## src/rtl/alu_flags.sv

```systemverilog
module alu_flags #(
  parameter int BYTE_W = 8
) (
  input  logic                clk,
  input  logic                rst_n,
  input  logic                en,
  input  logic [3:0]          op,
  input  logic                wide,
  input  logic [2*BYTE_W-1:0] a,
  input  logic [2*BYTE_W-1:0] b,
  output logic [2*BYTE_W-1:0] result,
  output logic                wb,
  output logic [5:0]          flags
);
  localparam int WORD_W = 2 * BYTE_W;
  localparam logic [3:0] OP_ADD = 4'd0, OP_SUB = 4'd1, OP_CMP = 4'd2, OP_AND = 4'd3,
                         OP_TST = 4'd4, OP_OR = 4'd5, OP_XOR = 4'd6, OP_NOT = 4'd7,
                         OP_DAA = 4'd8;
  localparam int F_C = 0, F_P = 1, F_A = 2, F_Z = 3, F_S = 4, F_O = 5;

  logic [WORD_W:0] add_w, sub_w;
  logic [BYTE_W:0] add_b, sub_b;
  logic [WORD_W-1:0] mask, raw, rm;
  logic c_n, a_n, o_n, upd, is_add, is_sub;
  logic amsb, bmsb, rmsb;
  logic [BYTE_W-1:0] al, daa_r;
  logic [BYTE_W:0] daa_t;
  logic lo_adj, hi_adj;
  logic [5:0] nxt;

  assign add_w = {1'b0, a} + {1'b0, b};
  assign sub_w = {1'b0, a} - {1'b0, b};
  assign add_b = {1'b0, a[BYTE_W-1:0]} + {1'b0, b[BYTE_W-1:0]};
  assign sub_b = {1'b0, a[BYTE_W-1:0]} - {1'b0, b[BYTE_W-1:0]};
  assign mask  = wide ? '1 : {{BYTE_W{1'b0}}, {BYTE_W{1'b1}}};

  assign al     = a[BYTE_W-1:0];
  assign lo_adj = (al[3:0] > 4'd9) || flags[F_A];
  assign hi_adj = (al > BYTE_W'(8'h99)) || flags[F_C];
  assign daa_t  = {1'b0, al} + (lo_adj ? (BYTE_W+1)'(6) : '0);
  assign daa_r  = daa_t[BYTE_W-1:0] + (hi_adj ? BYTE_W'(8'h60) : '0);

  assign is_add = (op == OP_ADD);
  assign is_sub = (op == OP_SUB) || (op == OP_CMP);

  always_comb begin
    raw = '0;
    c_n = 1'b0;
    unique case (op)
      OP_ADD:         begin raw = add_w[WORD_W-1:0]; c_n = wide ? add_w[WORD_W] : add_b[BYTE_W]; end
      OP_SUB, OP_CMP: begin raw = sub_w[WORD_W-1:0]; c_n = wide ? sub_w[WORD_W] : sub_b[BYTE_W]; end
      OP_AND, OP_TST: raw = a & b;
      OP_OR:          raw = a | b;
      OP_XOR:         raw = a ^ b;
      OP_NOT:         raw = ~a;
      OP_DAA:         begin raw = WORD_W'(daa_r); c_n = hi_adj; end
      default:        raw = '0;
    endcase
  end

  assign rm   = (op == OP_DAA) ? raw : (raw & mask);
  assign amsb = wide ? a[WORD_W-1] : a[BYTE_W-1];
  assign bmsb = wide ? b[WORD_W-1] : b[BYTE_W-1];
  assign rmsb = (wide && op != OP_DAA) ? rm[WORD_W-1] : rm[BYTE_W-1];

  assign a_n = (op == OP_DAA) ? lo_adj : ((is_add || is_sub) && (a[4] ^ b[4] ^ rm[4]));
  assign o_n = is_add ? ((amsb == bmsb) && (rmsb != amsb)) :
               is_sub ? ((amsb != bmsb) && (rmsb != amsb)) : 1'b0;

  assign nxt[F_C] = c_n;
  assign nxt[F_P] = ~^rm[BYTE_W-1:0];
  assign nxt[F_A] = a_n;
  assign nxt[F_Z] = (rm == '0);
  assign nxt[F_S] = rmsb;
  assign nxt[F_O] = o_n;

  assign upd    = en && (op <= OP_DAA) && (op != OP_NOT);
  assign wb     = en && (op <= OP_DAA) && (op != OP_CMP) && (op != OP_TST);
  assign result = rm;

  always_ff @(posedge clk or negedge rst_n)
    if (!rst_n)   flags <= '0;
    else if (upd) flags <= nxt;

  p_cmp_test_no_wb_r3: assert property (@(posedge clk) disable iff (!rst_n)
    (en && (op == OP_CMP || op == OP_TST)) |-> !wb);
  p_idle_holds_r10: assert property (@(posedge clk) disable iff (!rst_n)
    (!en || op > OP_DAA) |=> $stable(flags));
  p_not_holds_r9: assert property (@(posedge clk) disable iff (!rst_n)
    (en && op == OP_NOT) |=> $stable(flags));
  p_logic_clears_r4: assert property (@(posedge clk) disable iff (!rst_n)
    (en && (op == OP_AND || op == OP_OR || op == OP_XOR || op == OP_TST))
    |=> (!flags[F_C] && !flags[F_O] && !flags[F_A]));
  p_parity_low_byte_r5: assert property (@(posedge clk) disable iff (!rst_n)
    (en && op == OP_XOR) |=> (flags[F_P] == ~^$past(result[BYTE_W-1:0])));
  p_daa_no_overflow_r8: assert property (@(posedge clk) disable iff (!rst_n)
    (en && op == OP_DAA) |=> !flags[F_O]);
endmodule

```

## config.mk

```make
export PLATFORM = sky130hd
export DESIGN_NAME = alu_flags
export DESIGN_NICKNAME = d
export VERILOG_FILES = /design/src/rtl/alu_flags.sv
export SDC_FILE = /design/constraint.sdc
export NUM_CORES = 1
export LEC_CHECK = 0
export BUFFER_PORTS_ARGS = -buffer_cell sky130_fd_sc_hd__buf_2
export CORE_AREA = 2 2 88 174
export CTS_CLUSTER_SIZE = 8
export DETAILED_ROUTE_END_ITERATION = 7
export DIE_AREA = 0 0 90 176
export HOLD_SLACK_MARGIN = 0.02
export PLACE_DENSITY = 0.45
export REMOVE_ABC_BUFFERS = 1
export SLEW_MARGIN = 20
export SYNTH_ARGS = -nofsm -noshare
export SYNTH_HDL_FRONTEND = slang
export SYNTH_SLANG_ARGS = --single-unit
```

## constraint.sdc

```tcl
create_clock -name clk -period 3.51 [get_ports clk]
set_input_delay 0 -clock clk [delete_from_list [all_inputs] [get_ports clk]]
set_output_delay 0 -clock clk [all_outputs]
set_load 0.01 [all_outputs]
```

==> flow_metrics.env, run 1 <==
export IMPL_status="completed"
export IMPL_slew_headroom=0.4439
export IMPL_drtIter0Drc=201
export IMPL_syn_inst=486
export IMPL_grt_max_degree=18
export IMPL_syn_cell_area_sq_um=3426
export IMPL_row_count=62
export IMPL_synth_sequential_area_ratio=0.04383
export IMPL_hold_slack_ns=0.1372
export IMPL_routed_wl_mm=14.84
export IMPL_min_period_over_period=0.9486
export IMPL_layout_commonest_cell="buf_2"
export IMPL_p_leak_nw=2.096
export IMPL_clk_pin_slew_ns=0.04
export IMPL_worstReg2RegStart="flags[2]"
export IMPL_cts_path_max_buffers=2
export IMPL_yosys_warnings=0
export IMPL_cts_sinks=6
export IMPL_fin_skew_ns=0.002556
export IMPL_synthTopCellsByArea="ha_1 20%, inv_1 6.1%, a21oi_1 5.6%"
export IMPL_r2r_setup_slack_ns=0.18
export IMPL_worstMarginPinSlew_ns=0.8273
export IMPL_numCtsBuffers=3
export IMPL_cts_root_buf="clkbuf_16"
export IMPL_path_class="register to register"
export IMPL_required_ns=3.63
export IMPL_multi_input_area_sq_um=2932
export IMPL_drive_gt1_frac=0.2176
export IMPL_grt_pass1_vias=4138
export IMPL_synthArstFlopShare=1.000
export IMPL_n_antenna_cell=0
export IMPL_maxCapViolCount=0
export IMPL_dp_slack_ns=-0.05080
export IMPL_route_vias_total=3935
export IMPL_worstReg2RegEnd="flags[3]"
export IMPL_dp_hpwl_mm=12.43
export IMPL_syn_to_final_growth_pct=22.21
export IMPL_synth_edff_count=0
export IMPL_die_w_um=90
export IMPL_worst_slack_ns=0.1804
export IMPL_critPathMaxStageDelay_ns=0.41
export IMPL_slew_viol_final=0
export IMPL_fin_util=0.2901
export IMPL_yosys_area_top_type="ha_1"
export IMPL_finalHoldViolCount=0
export IMPL_syn_avg_cell_area_sq_um=7.049
export IMPL_cts_tree="built"
export IMPL_clk_latency_ns=0.23
export IMPL_overflow=0
export IMPL_fin_tns_setup_ns=0
export IMPL_synthFlopType="dfrtp_1"
export IMPL_synth_cell_types=74
export IMPL_layout_area_seq_sq_um=150.1
export IMPL_io_buffers=62
export IMPL_placedCellCount=743
export IMPL_fin_crit_ns=3.330
export IMPL_wl_per_cell_um=19.84
export IMPL_vias_per_cell=5.261
export IMPL_dpl_instance_area_sq_um=4061
export IMPL_path_cells="nand2b_1 -> ha_1 -> fa_2 -> a41o_1 -> a21oi_1 -> xnor2_1 -> o21ai_0 -> nor3_2 -> ha_1 -> nand4_1 -> or4_1 -> a2111o_1 -> o41ai_2"
export IMPL_critPathCaptureType="register"
export IMPL_crit_top_cell="ha_1"
export IMPL_floorplan_initialDensity=0.2374
export IMPL_cp_slowest_cell="or4_1"
export IMPL_die_h_um=176
export IMPL_crit_buf_inv=0
export IMPL_grt_pass1_wl_mm=22.47
export IMPL_stdcell_area_sq_um=4187
export IMPL_grtUsageTotal=0.1828
export IMPL_ctsHtreeMaxLevel=1
export IMPL_nets=657
export IMPL_final_cell_mix="62 x buf_2, 56 x inv_1, 56 x ha_1"
export IMPL_ys_ff_latch=6
export IMPL_critPathTopFamily="compound AO/OA/AOI/OAI gates"
export IMPL_power_density_nw_per_um2=235.7
export IMPL_coreArea_sq_um=14430
export IMPL_fmax_ghz=0.3003
export IMPL_top_regs="flags (6)"
export IMPL_worstPathArrival_ns=3.45
export IMPL_startpoint_type="register"
export IMPL_nFillCells=1665
export IMPL_min_path_type="input port to async pin"
export IMPL_power_uw=986.6
export IMPL_dieArea_sq_um=15840
export IMPL_synth_top_area_share=0.2045
export IMPL_routabilityCongestion=0.9143
export IMPL_worstPathMaxFanout=3
export IMPL_ir_worst_vdd_mv=0.08753
export IMPL_regMostFlops="flags"
export IMPL_post_layout_nonfiller_instances=748
export IMPL_drt_pass1_iterations=4
export IMPL_setup_viol=0
export IMPL_io_pins=63
export IMPL_reg2reg_depth=13
export IMPL_drc=0
export IMPL_largest_reg_flops=6
export IMPL_antenna_found_initial=0
export IMPL_rsz0062_at_grt="yes"
export IMPL_antenna_left=0
## synthesized netlist by cell type (all sizes together) (3+ instances only)
cell type	instances
nor2	43
clkbuf	20
o211a	3
a21oi	39
o21a	3
o221ai	3
dfrtp	6
nand3	6
inv	57
nand2b	7
ha	56
o31ai	5
nor4	4
a221oi	4
a2111o	4
o21bai	4
and2	7
o22ai	11
mux2i	14
fa	3
a22oi	9
and3	3
a21o	9
a22o	4
xnor2	13
a2111oi	3
a31oi	5
o211ai	5
buf	10
a211oi	5
xor2	5
nor3	8
o21ai	26
nand2	37
nor2b	4
or3	5
## worst register-to-register path, cell delays in order, from the launching register on
cell,delay [ns]
dfrtp_1,0.40
nand2b_1,0.18
ha_1,0.25
fa_2,0.38
a41o_1,0.22
a21oi_1,0.17
xnor2_1,0.13
o21ai_0,0.10
nor3_2,0.16
ha_1,0.18
nand4_1,0.11
or4_1,0.41
a2111o_1,0.32
o41ai_2,0.22
## routing by layer
| layer | GRT usage | routed length (um) | vias up |
|---|---|---|---|
| met3 | 0.01238 | 451 | 62 |
| met4 | 0.1391 | 1298 | 0 |
| met2 | 0.3747 | 8373 | 118 |
| met1 | 0.1597 | 4714 | 1866 |
| met5 | 0 | 0 | - |
| li1 | - | - | 1889 |
## final cells by class
| type | instances | share of cell area |
|---|---|---|
| Tap cell | 192 | 0.05738 |
| Inverter | 57 | 0.05111 |
| Clock buffer | 3 | 0.01793 |
| Multi-Input combinational cell | 393 | 0.7002 |
| Sequential cell | 6 | 0.03586 |
| Timing Repair Buffer | 97 | 0.1375 |
## worst max-delay path by stage
stage | to | depth (start not counted) | from | slack [ns]
final | flags[3] | 13 | flags[2] | 0.18
after global routing | flags[3] | 14 | flags[2] | 0.004
after CTS | flags[3] | 12 | flags[2] | 0.0002
after detailed placement | flags[3] | 16 | a[1] | -0.05
after global placement | flags[3] | 16 | a[1] | 0.02
after floorplan | flags[3] | 13 | flags[2] | 0.21
## cell families (layout without fill, tap and decap cells)
group,after synthesis,in the layout,share of synthesized area
adders and majority gates,60,60,0.2250
buffers and inverters,87,157,0.1118
DFF,6,6,0.04383
xor gates and xnor gates,18,18,0.04602
muxes,16,16,0.04748
and+or+nand+nor,134,134,0.1852
AOI/OAI and AO/OA,165,165,0.3408
## report_power, final
part           internal, mW  leakage, nW  switching (mW)  total [mW]
Combinational         0.290         1.98           0.417       0.707
Clock                 0.146       0.0370          0.0391       0.185
Sequential           0.0840       0.0770         0.00996      0.0940
## what timing repair did
item,CTS,global route
endpoints found under the setup margin,1,1
endpoints found under the hold margin,6,0
resized for setup,1,9
hold buffers,1,0
pin swaps,0,5
setup buffers,0,1
(Power assumes the default switching activity.)
==> inputs of run 2 (changes only) <==
==> constraint.sdc (replaced) <==
create_clock -name clk -period 3.51 [get_ports clk]
set_input_delay 0 -clock clk [delete_from_list [all_inputs] [get_ports clk]]
set_output_delay 0 -clock clk [all_outputs]
set_load 0.1 [all_outputs]
==> run 2 against run 1 <==
Compared with the run above: clock-buffer cell count is the same; combinational power grew 34%; die area is the same; sequential power is essentially flat; maximum frequency shrank 0.73%; via count grew 0.18%; critical path type unchanged.
==> flow_metrics.env, run 2 (synthesis results as in run 1) <==
export IMPL_grt_pass1_wl_mm=22.46
export IMPL_cp_slowest_cell="or4_1"
export IMPL_fmax_ghz=0.2981
export IMPL_antenna_found_initial=0
export IMPL_drt_pass1_iterations=5
export IMPL_grt_max_degree=18
export IMPL_power_mw=1.228
export IMPL_worstMarginPinSlew_ns=0.8299
export IMPL_cts_tree="built"
export IMPL_worstPathArrival_ns=3.48
export IMPL_dp_hpwl_mm=12.44
export IMPL_antenna_left=0
export IMPL_r2r_setup_slack_ns=0.16
export IMPL_drc=0
export IMPL_path_cells="nand2b_1 -> buf_4 -> ha_1 -> a21oi_2 -> nor2_2 -> a31oi_1 -> xnor2_1 -> a221oi_1 -> o211a_1 -> ha_1 -> nand4_1 -> or4_1 -> a2111o_1 -> o41ai_2"
export IMPL_route_vias_total=3942
export IMPL_drive_gt1_frac=0.2214
export IMPL_required_ns=3.64
export IMPL_numCtsBuffers=3
export IMPL_dieArea_sq_um=15840
export IMPL_slew_viol_final=0
export IMPL_drtIter0Drc=171
export IMPL_critPathMaxStageDelay_ns=0.42
export IMPL_power_density_nw_per_um2=289.7
export IMPL_post_layout_nonfiller_instances=752
export IMPL_stdcell_area_sq_um=4240
export IMPL_wl_per_cell_um=19.76
export IMPL_placedCellCount=746
export IMPL_layout_commonest_cell="buf_2"
export IMPL_use_met2=0.3722
export IMPL_top_regs="flags (6)"
export IMPL_grt_pass1_vias=4142
export IMPL_largest_reg_flops=6
export IMPL_dpl_instance_area_sq_um=4114
export IMPL_overflow=0
export IMPL_fin_skew_ns=0.003667
export IMPL_slew_headroom=0.4421
export IMPL_cts_path_max_buffers=2
export IMPL_crit_top_cell="ha_1"
export IMPL_io_pins=63
export IMPL_worstReg2RegEnd="flags[3]"
export IMPL_maxCapViolCount=0
export IMPL_final_cell_mix="60 x buf_2, 56 x inv_1, 56 x ha_1"
export IMPL_worstReg2RegStart="flags[2]"
export IMPL_p_leak_nw=2.120
export IMPL_cts_root_buf="clkbuf_16"
export IMPL_min_period_over_period=0.9556
export IMPL_clk_latency_ns=0.23
export IMPL_path_class="register to register"
export IMPL_min_path_type="input port to async pin"
export IMPL_critPathCaptureType="register"
export IMPL_reg2reg_depth=14
export IMPL_fin_crit_ns=3.354
export IMPL_met1_usage=0.1620
export IMPL_row_count=62
export IMPL_nets=661
export IMPL_routabilityCongestion=0.9210
export IMPL_n_antenna_cell=0
export IMPL_worstPathMaxFanout=2
export IMPL_grt_busiest_layer="met2"
export IMPL_setup_viol=0
export IMPL_syn_to_final_growth_pct=23.78
export IMPL_startpoint_type="register"
export IMPL_finalHoldViolCount=0
export IMPL_ir_worst_vdd_mv=0.1158
export IMPL_die_h_um=176
export IMPL_status="completed"
export IMPL_routed_wl_mm=14.86
export IMPL_regMostFlops="flags"
export IMPL_ctsHtreeMaxLevel=1
export IMPL_die_w_um=90
export IMPL_grt_util_met3=0.01238
export IMPL_grtUsageTotal=0.1825
export IMPL_vias_per_cell=5.242
export IMPL_coreArea_sq_um=14430
export IMPL_floorplan_initialDensity=0.2374
export IMPL_nFillCells=1659
export IMPL_io_buffers=62
export IMPL_cts_sinks=6
export IMPL_clk_pin_slew_ns=0.04
## run 2: cell type report
type | instances | area (sq um) | share of cell area
tap | 192 | 240.2 | 0.05665
timing repair buffer | 101 | 635.6 | 0.1499
clock buffer | 3 | 75.07 | 0.01770
multi-input combinational | 393 | 2925 | 0.6899
sequential | 6 | 150.1 | 0.03541
inverter | 57 | 214.0 | 0.05046
## run 2: where the power goes
| group | switching (mW) | internal [mW] | total [mW] |
|---|---|---|---|
| combinational | 0.649 | 0.298 | 0.947 |
| sequential | 0.00972 | 0.0840 | 0.0937 |
| clock | 0.0414 | 0.147 | 0.188 |
## run 2: layer usage
metal / vias to the layer above / share of wire
li1: 1889 / -
met1: 1841 / 0.32
met2: 149 / 0.57
met3: 63 / 0.030
met4: 0 / 0.087
met5: - / 0
## run 2: critical path, delay by kind of cell, from the launching register on
family	cells	cell delay (ns)
DFF	1	0.40
AOI/OAI and AO/OA	6	1.39
adders and majority gates	2	0.44
buffers and inverters	1	0.16
xor gates and xnor gates	1	0.09
and+or+nand+nor	4	0.76
## run 2: worst max path at each step
stage | start | to | slack (ns) | depth (start not counted)
after floorplan | a[1] | flags[3] | -0.34 | 11
after global placement | a[1] | flags[3] | 0.03 | 16
after detailed placement | a[1] | flags[3] | -0.004 | 16
after CTS | flags[2] | flags[3] | 0.04 | 13
after global routing | flags[2] | flags[3] | -0.03 | 13
final | flags[2] | flags[3] | 0.16 | 14
## run 2: timing repair
item,CTS,global route
endpoints found under the setup margin,0,1
resized for setup,0,8
hold buffers,1,0
setup buffers,0,2
hold endpoints to repair,6,0
## run 2: per-stage QoR
step / utilization / hold WS, ns / setup TNS, ns / setup slack, ns
after floorplan: - / -0.2956 / -0.3424 / -0.3424
after global placement: 0.2851 / -0.1605 / 0 / 0.02985
after detailed placement: 0.2851 / -0.1583 / -0.004101 / -0.004101
after CTS: 0.2910 / 0.1345 / 0 / 0.03625
after global routing: 0.2939 / 0.1534 / -0.02811 / -0.02811
final: 0.2939 / 0.1323 / 0 / 0.1558
==> inputs of run 3 (changes only) <==
--- a/config.mk
+++ b/config.mk
@@ -11,6 +11,7 @@
 export DETAILED_ROUTE_END_ITERATION = 7
 export DIE_AREA = 0 0 90 176
 export HOLD_SLACK_MARGIN = 0.02
+export MAX_ROUTING_LAYER = met4
 export PLACE_DENSITY = 0.45
 export REMOVE_ABC_BUFFERS = 1
 export SLEW_MARGIN = 20
==> run 3 against run 2 <==
Compared with the run above: clock skew rose by 0.0023 ns; worst setup slack got worse by 0.0085 ns; die area did not move; wire length fell by 2.0%; clock power rose by 5%; final area fell by 1.4%; maximum frequency fell by 0.25%; cell count fell by 0.93%; core utilization fell by 0.42 points; critical path depth did not move; critical endpoint unchanged.
==> flow_metrics.env, run 3 (synthesis results as in run 1) <==
export IMPL_crit_buf_inv=2
export IMPL_fmax_ghz=0.2974
export IMPL_required_ns=3.65
export IMPL_min_period_over_period=0.9580
export IMPL_io_buffers=62
export IMPL_min_path_type="input port to async pin"
export IMPL_worstMarginPinSlew_ns=0.9337
export IMPL_ctsHtreeMaxLevel=1
export IMPL_fin_util=0.2897
export IMPL_nets=654
export IMPL_critPathMaxStageDelay_ns=0.46
export IMPL_coreArea_sq_um=14430
export IMPL_worst_slack_ns=0.1473
export IMPL_grt_pass1_vias=4108
export IMPL_stdcell_area_sq_um=4180
export IMPL_floorplan_initialDensity=0.2374
export IMPL_fin_tns_setup_ns=0
export IMPL_antenna_found_initial=0
export IMPL_grt_pass1_wl_mm=22.51
export IMPL_io_pins=63
export IMPL_drtIter0Drc=169
export IMPL_clk_pin_slew_ns=0.04
export IMPL_rsz0062_at_grt="no"
export IMPL_power_density_nw_per_um2=293.6
export IMPL_placedCellCount=740
export IMPL_routabilityCongestion=0.9285
export IMPL_drt_pass1_iterations=5
export IMPL_grtUsageTotal=0.1875
export IMPL_fin_crit_ns=3.363
export IMPL_slew_headroom=0.3723
export IMPL_status="completed"
export IMPL_routed_wl_mm=14.56
export IMPL_finalHoldViolCount=0
export IMPL_antenna_left=0
export IMPL_dpl_instance_area_sq_um=4069
export IMPL_cts_path_max_buffers=2
export IMPL_setup_viol=0
export IMPL_worstPathMaxFanout=2
export IMPL_numCtsBuffers=3
export IMPL_dr_wl_met2_mm=8.117
export IMPL_drive_gt1_frac=0.2061
export IMPL_final_cell_mix="60 x buf_2, 56 x inv_1, 56 x ha_1"
export IMPL_largest_reg_flops=6
export IMPL_startpoint_type="register"
export IMPL_dp_hpwl_mm=12.20
export IMPL_cp_slowest_cell="a2111oi_1"
export IMPL_dieArea_sq_um=15840
export IMPL_n_antenna_cell=0
export IMPL_hold_slack_ns=0.1486
export IMPL_cts_sinks=6
export IMPL_maxCapViolCount=0
export IMPL_route_vias_total=3950
export IMPL_cts_tree="built"
export IMPL_grt_max_degree=21
export IMPL_wl_met3_um=428
export IMPL_power_mw=1.227
export IMPL_drc=0
export IMPL_top_regs="flags (6)"
export IMPL_wl_per_cell_um=19.55
export IMPL_top_layer_used="met4"
export IMPL_path_cells="nand2b_1 -> buf_4 -> ha_1 -> a21oi_1 -> nor2_1 -> xnor2_1 -> nor2_1 -> a2111oi_1 -> buf_4 -> ha_1 -> nand4_1 -> or4_1 -> a2111o_1 -> o41ai_2"
export IMPL_path_class="register to register"
export IMPL_dp_slack_ns=-0.02245
export IMPL_worstPathArrival_ns=3.50
export IMPL_p_leak_nw=2.087
export IMPL_clk_latency_ns=0.24
export IMPL_overflow=0
export IMPL_die_h_um=176
export IMPL_syn_to_final_growth_pct=22.02
export IMPL_vias_per_cell=5.302
export IMPL_regMostFlops="flags"
export IMPL_fin_skew_ns=0.005994
export IMPL_post_layout_nonfiller_instances=745
export IMPL_die_w_um=90
export IMPL_row_count=62
export IMPL_cts_root_buf="clkbuf_16"
export IMPL_ir_worst_vdd_mv=0.08869
export IMPL_slew_viol_final=0
export IMPL_met1_length_mm=4.802
export IMPL_layout_commonest_cell="buf_2"
export IMPL_critPathCaptureType="register"
export IMPL_critPathTopFamily="compound AO/OA/AOI/OAI gates"
-- run 3: layer usage --
layer / vias to the layer above / global-route usage
met5: - / -
met4: 0 / 0.1372
met3: 61 / 0.008536
met2: 139 / 0.3681
met1: 1875 / 0.1669
li1: 1875 / -
-- run 3: final timing paths --
kind	slack, ns	depth (start not counted)	to	start
max in group asynchronous	3.17	2	flags[1]	rst_n
setup reg to reg	0.15	14	flags[3]	flags[2]
hold / removal	0.15	2	flags[0]	rst_n
hold reg to reg	0.48	2	flags[1]	flags[1]
min in group clk	0.21	4	flags[0]	en
setup / recovery	0.15	14	flags[3]	flags[2]
-- run 3: timing repair --
action | 4_1_cts | 5_1_grt
hold buffers | 1 | 0
resized for setup | 0 | 7
endpoints found under the hold margin | 6 | 0
buffers inserted | 0 | 1
endpoints found under the setup margin | 0 | 1
-- run 3: cell type report --
cell class	instances	area [sq um]
Tap cell	192	240.2
Timing Repair Buffer	94	583.1
Multi-Input combinational cell	393	2918
Sequential cell	6	150.1
Clock buffer	3	75.07
Inverter	57	214.0
Fill cell	1640	10250
-- run 3: power breakdown --
| group | internal [mW] | leakage (nW) | switching (mW) |
|---|---|---|---|
| Clock | 0.147 | 0.0370 | 0.0503 |
| Combinational | 0.291 | 1.97 | 0.645 |
| Sequential | 0.0839 | 0.0770 | 0.0102 |
